===== config.mk =====
export PLATFORM = sky130hd
export DESIGN_NAME = chsel_guard
export DESIGN_NICKNAME = d
export VERILOG_FILES = /design/src/rtl/chsel_pkg.sv /design/src/rtl/chsel_hold.sv /design/src/rtl/chsel_track.sv /design/src/rtl/chsel_settle.sv /design/src/rtl/chsel_guard.sv
export SDC_FILE = /design/constraint.sdc
export NUM_CORES = 1
export LEC_CHECK = 0
export BUFFER_PORTS_ARGS = -buffer_cell sky130_fd_sc_hd__buf_4
export CORE_MARGIN = 5
export CORE_UTILIZATION = 55
export CTS_BUF_LIST = sky130_fd_sc_hd__clkbuf_16
export CTS_CLUSTER_SIZE = 30
export DETAILED_ROUTE_END_ITERATION = 8
export GPL_TIMING_DRIVEN = 0
export PLACE_DENSITY = 0.9
export REMOVE_ABC_BUFFERS = 1
export SYNTH_ARGS = -nofsm -noshare
export SYNTH_HDL_FRONTEND = slang
export SYNTH_HIERARCHICAL = 1
export SYNTH_SLANG_ARGS = --single-unit

===== constraint.sdc =====
create_clock -name clk -period 5.4 [get_ports clk]
set_input_delay 0.54 -clock clk [delete_from_list [all_inputs] [get_ports clk]]
set_output_delay 0.54 -clock clk [all_outputs]
set_load 0.05 [all_outputs]

===== src/rtl/chsel_pkg.sv =====
package chsel_pkg;

   // A channel code at or above the base selects a differential pair.
   function automatic logic code_is_diff(input int unsigned code, input int unsigned base);
      return code >= base;
   endfunction

   // Settling clocks: ceil(hz * ns / 1e9).
   function automatic longint unsigned settle_cycles(input longint unsigned hz,
                                                     input longint unsigned ns);
      return (hz * ns + 64'd999_999_999) / 64'd1_000_000_000;
   endfunction

endpackage


===== src/rtl/chsel_hold.sv =====
module chsel_hold #(
   parameter int CHW  = 5,
   parameter int REFW = 2
) (
   input  logic            clk,
   input  logic            rst_n,
   input  logic            wr_en,
   input  logic [CHW-1:0]  wr_chan,
   input  logic [REFW-1:0] wr_ref,
   output logic [CHW-1:0]  hold_chan,
   output logic [REFW-1:0] hold_ref
);

   always_ff @(posedge clk or negedge rst_n) begin
      if (!rst_n) begin
         hold_chan <= '0;
         hold_ref  <= '0;
      end else if (wr_en) begin
         hold_chan <= wr_chan;
         hold_ref  <= wr_ref;
      end
   end

endmodule


===== src/rtl/chsel_track.sv =====
module chsel_track
   import chsel_pkg::*;
#(
   parameter int CHW       = 5,
   parameter int REFW      = 2,
   parameter int DIFF_BASE = 16
) (
   input  logic            clk,
   input  logic            rst_n,
   input  logic            conv_start,
   input  logic            conv_last,
   input  logic [CHW-1:0]  hold_chan,
   input  logic [REFW-1:0] hold_ref,
   output logic [CHW-1:0]  act_chan,
   output logic [REFW-1:0] act_ref,
   output logic            lock_q,
   output logic            hold_diff,
   output logic            trig
);

   logic open_w;
   logic differs;

   // The window is open outside a lock and in the closing cycle of one.
   assign open_w    = !lock_q || conv_last;
   assign differs   = (hold_chan != act_chan) || (hold_ref != act_ref);
   assign hold_diff = code_is_diff(32'(hold_chan), DIFF_BASE);
   assign trig      = open_w && differs && hold_diff;

   always_ff @(posedge clk or negedge rst_n) begin
      if (!rst_n) begin
         lock_q <= 1'b0;
      end else if (conv_start) begin
         lock_q <= 1'b1;
      end else if (conv_last) begin
         lock_q <= 1'b0;
      end
   end

   always_ff @(posedge clk or negedge rst_n) begin
      if (!rst_n) begin
         act_chan <= '0;
         act_ref  <= '0;
      end else if (open_w) begin
         act_chan <= hold_chan;
         act_ref  <= hold_ref;
      end
   end

endmodule


===== src/rtl/chsel_settle.sv =====
module chsel_settle #(
   parameter int SETTLE_CYC = 2000
) (
   input  logic clk,
   input  logic rst_n,
   input  logic trig,
   input  logic conv_start,
   input  logic hold_diff,
   output logic settle_busy,
   output logic conv_invalid
);

   generate
      if (SETTLE_CYC == 0) begin : g_no_timer
         assign settle_busy = 1'b0;
         always_ff @(posedge clk or negedge rst_n) begin
            if (!rst_n) conv_invalid <= 1'b0;
            else if (conv_start) conv_invalid <= 1'b0;
         end
      end else begin : g_timer
         localparam int CNTW = $clog2(SETTLE_CYC + 1);
         logic [CNTW-1:0] cnt_q;

         assign settle_busy = (cnt_q != '0);

         always_ff @(posedge clk or negedge rst_n) begin
            if (!rst_n) begin
               cnt_q <= '0;
            end else if (trig) begin
               cnt_q <= CNTW'(SETTLE_CYC);
            end else if (settle_busy) begin
               cnt_q <= cnt_q - CNTW'(1);
            end
         end

         always_ff @(posedge clk or negedge rst_n) begin
            if (!rst_n) begin
               conv_invalid <= 1'b0;
            end else if (conv_start) begin
               conv_invalid <= hold_diff && (settle_busy || trig);
            end
         end
      end
   endgenerate

endmodule


===== src/rtl/chsel_guard.sv =====
module chsel_guard
   import chsel_pkg::*;
#(
   parameter int          CHW       = 5,
   parameter int          REFW      = 2,
   parameter int          DIFF_BASE = 16,
   parameter longint      CLK_HZ    = 16_000_000,
   parameter longint      SETTLE_NS = 125_000
) (
   input  logic            clk,
   input  logic            rst_n,
   input  logic            wr_en,
   input  logic [CHW-1:0]  wr_chan,
   input  logic [REFW-1:0] wr_ref,
   input  logic            conv_start,
   input  logic            conv_last,
   output logic [CHW-1:0]  hold_chan,
   output logic [REFW-1:0] hold_ref,
   output logic [CHW-1:0]  act_chan,
   output logic [REFW-1:0] act_ref,
   output logic            settle_busy,
   output logic            conv_invalid
);

   localparam int SETTLE_CYC = int'(settle_cycles(CLK_HZ, SETTLE_NS));

   generate
      if (CHW < 1 || CHW > 16) begin : g_bad_chw
         $error("chsel_guard: CHW out of range");
      end
      if (REFW < 1 || REFW > 8) begin : g_bad_refw
         $error("chsel_guard: REFW out of range");
      end
      if (DIFF_BASE < 0 || DIFF_BASE > (1 << CHW)) begin : g_bad_base
         $error("chsel_guard: DIFF_BASE outside channel code space");
      end
      if (SETTLE_CYC >= (1 << 24)) begin : g_bad_settle
         $error("chsel_guard: settling count too large");
      end
   endgenerate

   logic lock_q;
   logic hold_diff;
   logic trig;

   chsel_hold #(.CHW(CHW), .REFW(REFW)) u_hold (
      .clk       (clk),
      .rst_n     (rst_n),
      .wr_en     (wr_en),
      .wr_chan   (wr_chan),
      .wr_ref    (wr_ref),
      .hold_chan (hold_chan),
      .hold_ref  (hold_ref)
   );

   chsel_track #(.CHW(CHW), .REFW(REFW), .DIFF_BASE(DIFF_BASE)) u_track (
      .clk        (clk),
      .rst_n      (rst_n),
      .conv_start (conv_start),
      .conv_last  (conv_last),
      .hold_chan  (hold_chan),
      .hold_ref   (hold_ref),
      .act_chan   (act_chan),
      .act_ref    (act_ref),
      .lock_q     (lock_q),
      .hold_diff  (hold_diff),
      .trig       (trig)
   );

   chsel_settle #(.SETTLE_CYC(SETTLE_CYC)) u_settle (
      .clk          (clk),
      .rst_n        (rst_n),
      .trig         (trig),
      .conv_start   (conv_start),
      .hold_diff    (hold_diff),
      .settle_busy  (settle_busy),
      .conv_invalid (conv_invalid)
   );

endmodule


==> impl_metrics.tcl, run 1 <==
set metrics [dict create \
    synth_seq_cells 27 \
    synthCells 111 \
    p_per_area_mw_per_mm2 401.9 \
    post_cts_buffers 0 \
    htreeDepth 1 \
    drtIter0Drc 58 \
    cts_tree "built" \
    worst_pin_slew_ps 934.4 \
    leakagePower_nw 0.6989 \
    antenna_found_initial 0 \
    die_x_um 59.34 \
    gp_congestion 0.7419 \
    yosysWarnings 6 \
    final.setup_skew_ps 4.993 \
    required_ps 4860 \
    clock_latency_ps 260 \
    io_buffers 27 \
    fin_crit_ps 2242 \
    cp-start-kind "flip-flop" \
    pre_cts_ws_ps 3113 \
    ant_nets 0 \
    slowest_stage "nor4_2" \
    cp_cell_sequence "nor4_2 -> and2_1 -> nand2_1 -> buf_4" \
    die_h_um 59.34 \
    start_util 0.5882 \
    max_freq_ghz 0.4461 \
    grt_pass1_vias 1012 \
    avgSynthCellArea_um2 12.06 \
    rsz0062_at_grt "no" \
    wl_met1_mm 1.136 \
    met2_length_mm 1.429 \
    grt_pass1_wl_mm 4.747 \
    clockBufferDepth 2 \
    ioPinCount 28 \
    path_buf_inv 1 \
    cts-root-buf "clkbuf_16" \
    synth_edf_count 0 \
    area_growth_pct 20.47 \
    yosysSeqAreaShare 0.5047 \
    final_layout_size_suffix_gt1_frac 0.3456 \
    cap_viol_max_count 0 \
    path_clk_slew_ps 60 \
    routed_wl_mm 2.775 \
    totalPowerFinal_mw 0.6481 \
    route.detailed.drc 0 \
    utilization 0.7086 \
    hold_violations 0 \
    instances_no_fill 164 \
    final_cell_mix "buf_4 (27), dfrtp_1 (27), mux2_4 (7), inv_1 (6), mux2_2 (6)" \
    syn-cell-area_mm2 0.001339 \
    final_nets 150 \
    crit_fanout 9 \
    antenna_cells 0 \
    synthFlopType "dfrtp_1" \
    grt-ovfl-total 0 \
    cts_sinks 27 \
    finalCritPeriodShare 0.4151 \
    cts_resized 0 \
    setup_viol 0 \
    num_rows 17 \
    multiInputGateArea_um2 601.8 \
    synth_cell_types 43 \
    synthArstFlopShare 1.000 \
    max-slew-margin-rel 0.3689 \
    hpwl_mm 2.034 \
    grt_max_degree 28 \
    critPathKind "reg -> out" \
    via_count 989 \
    first_pass_iters 4 \
    r2r_start "u_hold/hold_chan[2]" \
    hold_class "in -> async" \
    worstSetupEndpointType "primary output" \
    outcome "finished clean" \
    dp_cells 160 \
    highest_layer "met4" \
    finalSetupTns_ps 0 \
    layout_setup_ws_ps 3158 \
    num-fill-cells 146 \
    grt_usage 0.1776 \
    path_delay_family "simple AND/OR/NAND/NOR gates" \
    cts_made_buffers 3 \
    ir_drop_v 0.0002317 \
    setup.worst_path.start "u_settle/g_timer.cnt_q[4]" \
    viasPerCell 6.030 \
    cp.arrival_ps 1700 \
    timing.final.max_slew_violations 0 \
    core_mm2 0.002276 \
    met3_length_um 175 \
    wl_per_cell_um 16.92 \
    critPathMaxStageDelay_ps 480 \
    regArea_um2 675.6 \
    cts_hold_buf 0 \
    dieArea_mm2 0.003521 \
]
## metal layers
metal  global-route usage  up-vias
li1                     -      452
met1               0.2293      496
met2               0.3011       35
met3              0.02179        6
met4              0.06796        0
met5                    0        -
## state kept, by name, summed over array words and instances, names as in the netlist
register,count
u_track/lock_q,1
u_settle/g_timer.cnt_q,11
u_hold/hold_chan,5
u_hold/hold_ref,2
u_settle/conv_invalid,1
u_track/act_chan,5
u_track/act_ref,2
## Yosys cell counts (3+ instances only)
library cell	count	share of area
o21ai_0	3	0.011
or4_1	4	0.022
xnor2_1	3	0.020
o31ai_1	3	0.017
a21oi_1	3	0.011
mux2_4	7	0.079
mux2_2	6	0.050
nand2_1	5	0.014
dfrtp_1	27	0.50
xor2_1	3	0.020
nor2_1	5	0.014
inv_1	5	0.014
## path summary, 6_finish.rpt
check	slack, ps	end	cells past startpoint
max	3160	settle_busy	4
min	190	u_track/lock_q	1
max reg2reg	3320	u_settle/g_timer.cnt_q[2]	6
min reg2reg	560	u_track/act_chan[0]	1
max in group asynchronous	4960	u_settle/g_timer.cnt_q[6]	1
min in group clk	510	u_hold/hold_chan[2]	2
## metrics by stage
step	area (um2)	hold WS [ps]
floorplan	1296	244.4
global placement	1534	465.2
detailed placement	1534	467.2
CTS	1613	194.4
global route	1613	216.1
finish	1613	186.5
## kinds of logic (layout without fill, tap and decap cells)
| logic type | count (synthesis) | in the layout | share of synthesized area |
|---|---|---|---|
| adder cells (fa/ha/maj) | 1 | 1 | 0.009344 |
| AO/OA/AOI/OAI | 19 | 19 | 0.09626 |
| flip-flops | 27 | 27 | 0.5047 |
| AND/OR/NAND/NOR | 31 | 31 | 0.1523 |
| multiplexers | 16 | 16 | 0.1523 |
| buffers and inverters | 11 | 36 | 0.04580 |
| XOR/XNOR | 6 | 6 | 0.03926 |
## power breakdown
part	switching, mW	internal [mW]	total [mW]
registers	0.0463	0.238	0.285
logic	0.119	0.0824	0.201
clock network	0.0632	0.0989	0.162
total	0.228	0.420	0.648
## layout make-up
class	count	area share
Clock buffer	3	0.04655
Inverter	5	0.01164
Multi-Input combinational cell	73	0.3732
Sequential cell	27	0.4189
Tap cell	28	0.02172
Timing Repair Buffer	27	0.1257
Clock inverter	1	0.002327
## worst register-to-register path: cells and delay by family (launching register included)
kind / cells / cell delay [ps]
buffers and inverters: 1 / 320
xor gates and xnor gates: 1 / 170
and+or+nand+nor: 2 / 220
AOI/OAI and AO/OA: 2 / 830
DFF: 1 / 420
(Power assumes the default switching activity.)
==> inputs of run 2 (changes only) <==
- ABC_AREA: not set -> 1
- CORE_UTILIZATION: 55 -> 49
- PLACE_DENSITY: 0.9 -> 0.85
- clock period: 5.4 -> 2 ns (I/O delays scaled with it)
==> run 2 against run 1 <==
Compared with the run above:
- non-clock buffer count rose by 1
- routed wire length grew 4.9%
- sequential share of layout area is 3.2 points lower
- final area increased by 8.1%
- register-to-register slack worse by 2900 ps
- sequential power grew to 2.6 times the previous value
- synthesized cell count grew 68%
==> impl_metrics.tcl, run 2 <==
set metrics [dict create \
    final_cell_mix "nand2_1 (69), inv_1 (29), buf_4 (27), dfrtp_1 (27), nor2_1 (11)" \
    clock_latency_ps 260 \
    start_util 0.5146 \
    route.detailed.drc 0 \
    top_register "u_settle/g_timer.cnt_q" \
    pre_cts_ws_ps 418.6 \
    utilization 0.6271 \
    cap_viol_max_count 0 \
    synth_cell_types 24 \
    hpwl_mm 2.080 \
    grt_pass1_vias 1227 \
    final.setup_skew_ps 2.663 \
    totalPowerFinal_mw 1.802 \
    num_rows 19 \
    antenna_found_initial 0 \
    worstRegToRegCells 11 \
    yosys.area.top_type "dfrtp_1" \
    comb_power_share 0.334 \
    leakagePower_nw 0.9497 \
    post_cts_buffers 0 \
    cp.arrival_ps 1680 \
    cp_cell_sequence "inv_1 -> ha_1 -> nand2_2 -> nor2_4 -> nand3_4 -> buf_4" \
    grt-ovfl-total 0 \
    cts_sinks 27 \
    final_nets 230 \
    htreeDepth 1 \
    synthTopCellsByCount "nand2_1 (69), inv_1 (29), dfrtp_1 (27), nor2_1 (11), o21ai_1 (9)" \
    path_depth 6 \
    core_mm2 0.002781 \
    synth-simple-area-share 0.3392 \
    path_delay_family "simple AND/OR/NAND/NOR gates" \
    via_count 1223 \
    antenna_cells 0 \
    grt_usage 0.1556 \
    syn-cell-area_mm2 0.001431 \
    hold_violations 0 \
    max-slew-margin-rel 0.7721 \
    layout_setup_ws_ps 121.7 \
    synthXorXnorAreaFrac 0.006119 \
    finalCritPeriodShare 0.9391 \
    p_per_area_mw_per_mm2 1033 \
    area_growth_pct 21.85 \
    cp-start-kind "flip-flop" \
    yosysMostFrequentCell "nand2_1" \
    ant_nets 0 \
    yosys.area_share.adder 0.008741 \
    p_switching_mw 0.6868 \
    hold_depth 3 \
    first_pass_iters 4 \
    fin_crit_ps 1878 \
    slowest_stage "dfrtp_1" \
    synthFlopType "dfrtp_1" \
    die_x_um 64.05 \
    wl_per_cell_um 11.79 \
    p_int_mw 1.115 \
    r2r_slack_ps 370 \
    cts_made_buffers 3 \
    grt_max_degree 28 \
    worst_pin_slew_ps 341.8 \
    required_ps 1800 \
    ir_drop_v 0.0008227 \
    yosysWarnings 6 \
    path_clk_slew_ps 70 \
    synth_seq_cells 27 \
    synth_edf_count 0 \
    max_freq_ghz 0.5324 \
    finalSetupTns_ps 0 \
    yosysSeqAreaShare 0.4720 \
    routed_wl_mm 2.911 \
    crit_fanout 7 \
    critPathKind "reg -> out" \
    cts-root-buf "clkbuf_16" \
    outcome "finished clean" \
    gp_congestion 0.8152 \
    top_regs "u_settle/g_timer.cnt_q (11), u_hold/hold_chan (5), u_track/act_chan (5)" \
    die_h_um 64.05 \
    setup_viol 0 \
    critPathMaxStageDelay_ps 390 \
    dieArea_mm2 0.004102 \
    hold_class "in -> reg" \
    synthArstFlopShare 1.000 \
    drtIter0Drc 40 \
    final_layout_size_suffix_gt1_frac 0.2361 \
    synth_area_leaders "dfrtp_1 (47%), nand2_1 (18%), inv_1 (7.6%)" \
    yosys-mux-area-fraction 0.007867 \
    ioPinCount 28 \
    cts_tree "built" \
    seqPwrFrac 0.404 \
    worstSetupEndpointType "primary output" \
    io_buffers 27 \
    cts_resized 0 \
    synth_top_family_by_area "simple AND/OR/NAND/NOR gates" \
    synthCells 187 \
    viasPerCell 4.951 \
    clockBufferDepth 2 \
    rsz0062_at_grt "no" \
    final_common_cell "nand2_1" \
    synth_compound_area_frac 0.06119 \
    largest_reg_flops 11 \
    hold_ws_ps 129.1 \
    swShare 0.3811 \
    grt_pass1_wl_mm 5.250 \
    avgSynthCellArea_um2 7.654 \
    timing.final.max_slew_violations 0 \
    path_buf_inv 2 \
    synth_top_area_frac 0.4720 \
    num-fill-cells 238 \
    clkPwrFrac 0.262 \
]
-- run 2: through the flow --
stage	cells	cell area, um2
after floorplan	184	1409
after global placement	242	1650
after detailed placement	242	1650
after CTS	247	1744
after global routing	247	1744
final	247	1744
-- run 2: area by class of cell --
class	instances	area, um2	area share
Timing Repair Buffer	28	212.7	0.1220
Clock buffer	3	75.07	0.04304
Tap cell	31	38.79	0.02224
Multi-Input combinational cell	123	605.6	0.3472
Sequential cell	27	675.6	0.3874
Clock inverter	1	8.758	0.005022
Inverter	34	127.6	0.07317
-- run 2: cell families after synthesis --
kind of cell | count (synthesis)
xor+xnor | 1
fa+ha+maj | 1
flops | 27
simple gates | 104
mux | 1
compound gates | 16
buf+inv | 37
-- run 2: power by group through the flow --
| stage | registers (mW) | logic (mW) | clock network, mW |
|---|---|---|---|
| final | 0.729 | 0.601 | 0.472 |
| after global placement | 0.733 | 0.580 | 0 |
| after CTS | 0.728 | 0.604 | 0.481 |
| after detailed placement | 0.738 | 0.596 | 0 |
| after floorplan | 0.837 | 0.336 | 0 |
| after global routing | 0.746 | 0.683 | 0.502 |
-- run 2: tightest hold or removal path, cell delays in order --
cell	delay (ps)
buf_4	70
nand2_1	40
nand2_1	50
-- run 2: final timing paths --
path / startpoint / end
worst max-delay path: u_settle/g_timer.cnt_q[0] / settle_busy
worst min-delay path: wr_chan[3] / u_hold/hold_chan[3]
worst max register to register: u_hold/hold_chan[2] / u_settle/conv_invalid
worst min register to register: u_settle/conv_invalid / u_settle/conv_invalid
max in group asynchronous: rst_n / u_settle/g_timer.cnt_q[7]
min in group asynchronous: rst_n / u_track/act_chan[0]
-- run 2: what timing repair did --
action                                  4_1_cts  5_1_grt
endpoints found under the setup margin        0        0
endpoints found under the hold margin        27        0
hold buffers                                  1        0
-- run 2: metal layers --
layer | track usage | wire, um | share of wire | vias to the layer above
met1 | 0.2022 | 1244 | 0.43 | 569
met3 | 0.02102 | 115 | 0.040 | 6
met4 | 0.07273 | 59 | 0.020 | 0
li1 | - | - | - | 625
met5 | 0 | 0 | 0 | -
met2 | 0.2550 | 1492 | 0.51 | 23
==> inputs of run 3 (changes only) <==
- PLACE_DENSITY: 0.85 -> 0.87
==> run 3 against run 2 <==
Compared with the run above:
- routed wire length increased by 1.7%
- hold slack improved by 3.9 ps
- clock-buffer cell count unchanged
- sequential power about the same
- core utilization about the same
- clock skew increased by 2.5 ps
- largest power group unchanged
- highest routed layer unchanged
==> impl_metrics.tcl, run 3 (synthesis results as in run 2) <==
set metrics [dict create \
    path_clk_slew_ps 70 \
    cp_cell_sequence "inv_1 -> ha_1 -> nand2_2 -> nor2_4 -> nand3_4 -> buf_4" \
    layout_setup_ws_ps 120.2 \
    cts-root-buf "clkbuf_16" \
    path_buf_inv 2 \
    finalCritPeriodShare 0.9399 \
    leakagePower_nw 0.9454 \
    via_count 1219 \
    setup_viol 0 \
    r2r_slack_ps 390 \
    final_nets 230 \
    pre_cts_ws_ps 392.8 \
    crit_fanout 7 \
    timing.final.max_slew_violations 0 \
    drtIter0Drc 35 \
    viasPerCell 4.935 \
    cap_viol_max_count 0 \
    io_buffers 27 \
    cts_sinks 27 \
    ir_drop_v 0.0006666 \
    grt_max_degree 28 \
    worstSetupEndpointType "primary output" \
    worst_pin_slew_ps 338.4 \
    grt_pass1_wl_mm 5.099 \
    antenna_found_initial 0 \
    clockBufferDepth 2 \
    gp_congestion 0.8591 \
    cp-start-kind "flip-flop" \
    finalSetupTns_ps 0 \
    cp.arrival_ps 1680 \
    setup.worst_path.start "u_settle/g_timer.cnt_q[0]" \
    path_depth 6 \
    rsz0062_at_grt "no" \
    final.setup_skew_ps 5.154 \
    start_util 0.5146 \
    cts_made_buffers 3 \
    htreeDepth 1 \
    routed_wl_mm 2.960 \
    dpl_cell_area_mm2 0.001650 \
    max_freq_ghz 0.5320 \
    worstRegToRegCells 7 \
    fin_crit_ps 1880 \
    r2r_end "u_settle/g_timer.cnt_q[5]" \
    hold_ws_ps 133.0 \
    outcome "finished clean" \
    cts_tree "built" \
    area_growth_pct 21.77 \
    design_area_mm2 0.001743 \
    r2r_start "u_track/lock_q" \
    final_layout_size_suffix_gt1_frac 0.2361 \
    dieArea_mm2 0.004102 \
    critPathKind "reg -> out" \
    totalPowerFinal_mw 1.784 \
    antenna_cells 0 \
    hold_violations 0 \
    clock_latency_ps 260 \
    die_h_um 64.05 \
    ioPinCount 28 \
    critPathCapture "settle_busy" \
    hpwl_mm 2.116 \
    critPathMaxStageDelay_ps 380 \
    p_per_area_mw_per_mm2 1024 \
    num_rows 19 \
    max-slew-margin-rel 0.7736 \
    final_cell_mix "nand2_1 (69), inv_1 (29), buf_4 (27), dfrtp_1 (27), nor2_1 (11)" \
    slowest_stage "dfrtp_1" \
    grt_pass1_vias 1160 \
    top_regs "u_settle/g_timer.cnt_q (11), u_hold/hold_chan (5), u_track/act_chan (5)" \
    final_common_cell "nand2_1" \
    route.detailed.drc 0 \
    core_mm2 0.002781 \
    largest_reg_flops 11 \
    path_delay_family "simple AND/OR/NAND/NOR gates" \
    min_from "wr_chan[1]" \
    wl_per_cell_um 11.98 \
    grt-ovfl-total 0 \
    die_x_um 64.05 \
    ant_nets 0 \
    top_register "u_settle/g_timer.cnt_q" \
    hold_class "in -> reg" \
    grt_usage 0.1566 \
    first_pass_iters 4 \
    required_ps 1800 \
]
==> run 3: cell types whose count changed in the layout (fill, tap and decap cells not counted), sizes merged <==
cell,delta
clkinvlp,+1
inv,-1
==> run 3: worst min-delay path by stage <==
stage | endpoint | slack, ps | depth (start not counted)
after floorplan | u_hold/hold_chan[0] | -100 | 0
after global placement | u_hold/hold_chan[0] | 130 | 1
after detailed placement | u_hold/hold_chan[0] | 130 | 1
after CTS | u_hold/hold_chan[1] | 130 | 3
after global routing | u_hold/hold_chan[1] | 130 | 3
final | u_hold/hold_chan[1] | 130 | 3
==> run 3: layer usage <==
layer / part of all wire / GRT usage / routed length [um] / vias to the layer above
met5: 0 / 0 / 0 / -
li1: - / - / - / 624
met1: 0.45 / 0.1969 / 1339 / 572
met2: 0.50 / 0.2613 / 1471 / 17
met3: 0.025 / 0.01751 / 75 / 6
met4: 0.025 / 0.08571 / 74 / 0
==> run 3: stage by stage <==
step	std cells	utilization
3_3_place_gp	242	0.5933
2_1_floorplan	184	-
3_5_place_dp	242	0.5933
6_report	247	0.6266
4_1_cts	247	0.6266
5_1_grt	247	0.6266
==> run 3: power breakdown <==
part           internal [mW]  total, mW  switching [mW]
Clock                  0.272      0.459           0.187
Combinational          0.198      0.597           0.398
Sequential             0.640      0.728          0.0887
Total                   1.11       1.78           0.674
==> run 3: worst register-to-register path: stages, from the launching register on <==
cell and delay [ps]:
dfrtp_1 380, nand2_2 230, nand2_1 120, nor2_1 310
inv_2 180, nand4_4 180, inv_1 60, nor2_1 90
==> run 3: layout make-up <==
type | instances | area (um2)
Fill cell | 244 | 1039
Sequential cell | 27 | 675.6
Multi-Input combinational cell | 123 | 605.6
Timing Repair Buffer | 28 | 212.7
Inverter | 34 | 127.6
Clock buffer | 3 | 75.07
Tap cell | 31 | 38.79
Clock inverter | 1 | 7.507
==> run 3: what timing repair did <==
item | 4_1_cts | 5_1_grt
endpoints found under the hold margin | 27 | 0
buffers inserted | 0 | 0
hold buffers | 1 | 0
resized for setup | 0 | 0
